[src/rtl/addsub_ovf.sv]
module addsub_ovf #(
  parameter int W     = 32,
  parameter int IMM_W = 16
) (
  input  logic [W-1:0]     a_i,
  input  logic [W-1:0]     b_i,
  input  logic [IMM_W-1:0] imm_i,
  input  logic             use_imm_i,
  input  logic             sub_i,
  input  logic             trap_en_i,
  output logic [W-1:0]     result_o,
  output logic             carry_o,
  output logic             ovf_o,
  output logic             exc_o
);
  localparam int EXT_W = W - IMM_W;

  logic [W-1:0] imm_ext;
  logic [W-1:0] opnd_b;
  logic [W-1:0] b_eff;
  logic [W:0]   sum_w;

  assign imm_ext  = {{EXT_W{imm_i[IMM_W-1]}}, imm_i};
  assign opnd_b   = use_imm_i ? imm_ext : b_i;
  assign b_eff    = sub_i ? ~opnd_b : opnd_b;
  assign sum_w    = {1'b0, a_i} + {1'b0, b_eff} + {{W{1'b0}}, sub_i};
  assign result_o = sum_w[W-1:0];
  assign carry_o  = sum_w[W];
  assign ovf_o    = (a_i[W-1] == b_eff[W-1]) && (result_o[W-1] != a_i[W-1]);
  assign exc_o    = ovf_o & trap_en_i;

  logic signed [W+1:0] ref_wide;
  logic                ref_ovf;
  always_comb begin
    ref_wide = sub_i ? ($signed({{2{a_i[W-1]}}, a_i}) - $signed({{2{opnd_b[W-1]}}, opnd_b}))
                     : ($signed({{2{a_i[W-1]}}, a_i}) + $signed({{2{opnd_b[W-1]}}, opnd_b}));
    ref_ovf  = ref_wide[W] != ref_wide[W-1];
  end

  always_comb begin

    result_chk: assert (result_o == ref_wide[W-1:0])
      else $error("result mismatch");

    signed_ovf_chk: assert (ovf_o == ref_ovf)
      else $error("overflow mismatch");

    sext_chk: assert (!use_imm_i || opnd_b[W-1:IMM_W] == {EXT_W{imm_i[IMM_W-1]}})
      else $error("immediate not sign-extended");

    no_overflow_chk: assert (!((a_i[W-1] != opnd_b[W-1]) ^ sub_i) || !ovf_o)
      else $error("overflow where impossible");

    exc_gate_chk: assert (exc_o == (ovf_o && trap_en_i))
      else $error("exception request not gated");
  end
endmodule

[config.mk]
export PLATFORM = sky130hd
export DESIGN_NAME = addsub_ovf
export DESIGN_NICKNAME = d
export VERILOG_FILES = /design/src/rtl/addsub_ovf.sv
export SDC_FILE = /design/constraint.sdc
export NUM_CORES = 1
export LEC_CHECK = 0
export BUFFER_PORTS_ARGS = -buffer_cell sky130_fd_sc_hd__buf_2
export CORE_MARGIN = 2
export CORE_UTILIZATION = 40
export DETAILED_ROUTE_END_ITERATION = 12
export PLACE_DENSITY_LB_ADDON = 0.3
export SYNTH_ARGS = -nofsm -noshare
export SYNTH_HDL_FRONTEND = slang
export SYNTH_SLANG_ARGS = --single-unit
export TNS_END_PERCENT = 100
[constraint.sdc]
create_clock -name vclk -period 7
set_input_delay 1.4 -clock vclk [all_inputs]
set_output_delay 1.4 -clock vclk [all_outputs]
set_load 0.02 [all_outputs]
== After elaboration in Yosys (flattened, before gate mapping) ==
Cells that the tools add are included.
Storage, ports and cells
  register bits after elaboration: 0
  output and inout port bits: 35
  logic and storage cells: 9
Operators by class
  add/subtract/negate cells: 2
  equal/unequal tests: 2
  multiplexer cells: 2
  bitwise operators: 2
  reductions and logical operators: 1
Operators by type and width (count)
  $mux 32: 2
  $add 32x32->33: 1
  $add 33x1->33: 1
  $not 32->32: 1
  $and 1x1->1: 1
  $eq 1x1->1: 1
  $logic_and 1x1->1: 1
  $ne 1x1->1: 1

== Logic depth before layout (Yosys ltp) ==
  word-level depth: 8
  gate-level depth with buffers: 16

== Worst setup path after synthesis ==
No wires, ideal clock.
  kind: input to output
  from: input port use_imm_i
  to: output port result_o[29]
  arrival: 4431 ps
  required time: 5600 ps
  slack: 1169 ps
  cell stages on the path: 14
  path through: buf_4 buf_1 mux2i_1 xnor2_1 ha_1 clkbuf_1 a211oi_1 nor2_1 or3b_2 a21oi_1 nor4_1 nor3_2 a21oi_1 xor2_1
On the way
  longest elaborated chain between the ends: 5
Ends and longest elaborated chain
  from (decl): line 8  | input logic use_imm_i,
  $mux 32 (*): line 24  | assign opnd_b = use_imm_i ? imm_ext : b_i;
  $not 32->32: line 25  | assign b_eff = sub_i ? ~opnd_b : opnd_b;
  $mux 32 (*): line 25
  $add 32x32->33 (*): line 26  | assign sum_w = {1'b0, a_i} + {1'b0, b_eff} + {{W{1'b0}}, sub_i};
  $add 33x1->33 (*): line 26
  to (decl): line 11  | output logic [W-1:0] result_o,
Mark *: on every way between the ends. The rest lies on a longest branch, timed or not.

== Worst setup path after layout ==
  from: input port use_imm_i
  to: output port result_o[26]
Same word-level chain as after synthesis.

==> metrics <==
share of layout cells above drive strength 1 0.336; drt via density 5.36; Netlist cell types 54; setup violators final 0; NumNets Final between 500 and 600; DRC viols 0; post-route ant nets 0; hold_sp a_i[0]; hpwl dp between 5000 and 6000 µm; GPL Wtd Cong 0.899; register area share after synthesis 0; Gate Count Post-Synth roughly 320; Area Growth Syn to Fin 26.8%; Final Max Tran Viols 0; crit path cell chain buf_2 -> clkinv_1 -> a21oi_1 -> xnor2_1 -> ha_1 -> a21oi_1 -> nor2b_1 -> o21ai_0 -> a31oi_1 -> a31o_4 -> a311o_1 -> a21oi_2 -> xnor2_1 -> buf_2; FFs & Latches 0; slew margin rel. 0.380; crit path max fanout 17; Hold Path Cell Cnt 3; slowest cell on the critical path clkinv_1; largest cells by area after synthesis xnor2_1 (19%), ha_1 (17%), a21oi_1 (10%); combinational share of power 1.000; Die ar. around 6500 µm²; largest net degree at the start of global routing 34; Switching Share 0.600; Die Y-Extent roughly 81 µm; Row Count 27; WS Path Type in -> out; Design Power 0.547 mW; CTS Hold Bufs 0; initial antenna violation count 0; Psw about 0.33 mW; FF+latch area 0 µm²; Min-Delay Path Class in -> out; Internal between 0.2 and 0.25 mW; number of hold violations in the final report 0; Peak Freq 161 MHz; Worst EP arrival ~4.8 ns; area leader, netlist xnor2_1; Synth top area share 0.191; Setup Fix Bufs, Post-CTS 0; Hold Path End result_o[0]; global route total overflow 0; startpoint types input pin; Peak VDD IR just under 0.09 mV; number of diodes 0; Placed Area a little under 3000 µm²; RSZ-0062 raised after global routing false; final worst path period share 0.885; post-CTS resize count 0; Sequential Power Share 0; core footprint approximately 5600 µm²; Top delay family on crit path compound AO/OA/AOI/OAI gates; post-layout min period 6.20 ns; Max-Cap Viols 0; initial DRC count between 70 and 80; CP required roughly 5.6 ns; synth cell count leaders xnor2_1 (51), a21oi_1 (49), ha_1 (31), nand2_1 (20), mux2i_1 (16); outcome finished, final reports clean; number of global-route vias before repair 2,481; number of detailed-route iterations in the first pass 4; Clock Power Share 0; Filler Cell Count approximately 580; Worst-Margin Slew about 0.93 ns; Port Buf Inserts 118; P_leak approximately 1.4 nW; drt total wl ~6800 µm; first-pass GRT wire length ~11,000 µm; post-layout instance area 2970 µm²; Initial Util 0.420; Die Wd 80.5 µm; CLK BUF 0; Mapped Area about 2300 µm²; count leader, synth xnor2_1; Pwr Density around 180 nW/µm²; Wirelength per Cell roughly 14 µm; GRT Util Overall 0.201; via count around 2,600; largest stage delay on the critical path 0.47 ns; Post-Synthesis Net Count 430; Mean Syn Cell Area about 7.4 µm²; Syn. warnings 0; Worst Setup End Kind output port; CP Buf/Inv Count 3; Setup TNS 0 ns; I/O pin count approximately 120
## stage by stage
stage	setup WS, ns	hold WS [ns]	cells	util
final	0.805	3.14	492	0.533
after global routing	0.390	3.15	492	0.533
after global placement	0.804	3.13	492	0.533
after CTS	0.786	3.14	492	0.533
after detailed placement	0.800	3.14	492	0.533
after floorplan	1.17	2.94	315	-
## power groups by stage
stage | Sequential (mW) | Combinational [mW] | Clock [mW]
finish | 0 | 0.547 | 0
global route | 0 | 0.598 | 0
CTS | 0 | 0.548 | 0
detailed placement | 0 | 0.545 | 0
global placement | 0 | 0.543 | 0
floorplan | 0 | 0.396 | 0
## layer usage
| metal | global-route usage | vias up | wire length, µm |
|---|---|---|---|
| met5 | 0 | - | 0 |
| met4 | 0.0254 | 0 | 85 |
| met3 | 0.0124 | 8 | 512 |
| met2 | 0.328 | 91 | 2900 |
| met1 | 0.294 | 1166 | 3300 |
| li1 | - | 1373 | - |
## layout by cell type (no fill, tap or decap), drive strengths merged, types with 9 or more instances in the layout
cell / n
buf: 119
xnor2: 51
a21oi: 51
ha: 31
o21ai: 21
nand2: 20
mux2i: 17
nand3: 12
xor2: 12
nor2: 11
a21o: 9
## worst max path at each step
stage                   start      endpoint  depth (start not counted)
finish              use_imm_i  result_o[26]                         14
detailed placement  use_imm_i  result_o[26]                         14
floorplan           use_imm_i  result_o[29]                         14
CTS                 use_imm_i  result_o[26]                         14
global placement    use_imm_i  result_o[26]                         14
global route        use_imm_i  result_o[26]                         14
## layout make-up
cell class | count | area [µm²] | share of cell area
multi-input cells | 295 | 2260 | 0.761
repair buffers | 119 | 598 | 0.201
well taps | 72 | 90.1 | 0.0303
inverters | 6 | 22.5 | 0.00759
## cell families (layout without fill, tap and decap cells)
kind of cell             count (synthesis)  in the layout  share of synthesized area
buffers and inverters                   20            125                     0.0358
multiplexers                            17             17                     0.0780
XOR/XNOR                                63             63                      0.236
AND/OR/NAND/NOR                         74             74                      0.166
AO/OA/AOI/OAI                          109            109                      0.310
adder cells (fa/ha/maj)                 32             32                      0.174
No activity file was read; power rests on OpenSTA's default activity.
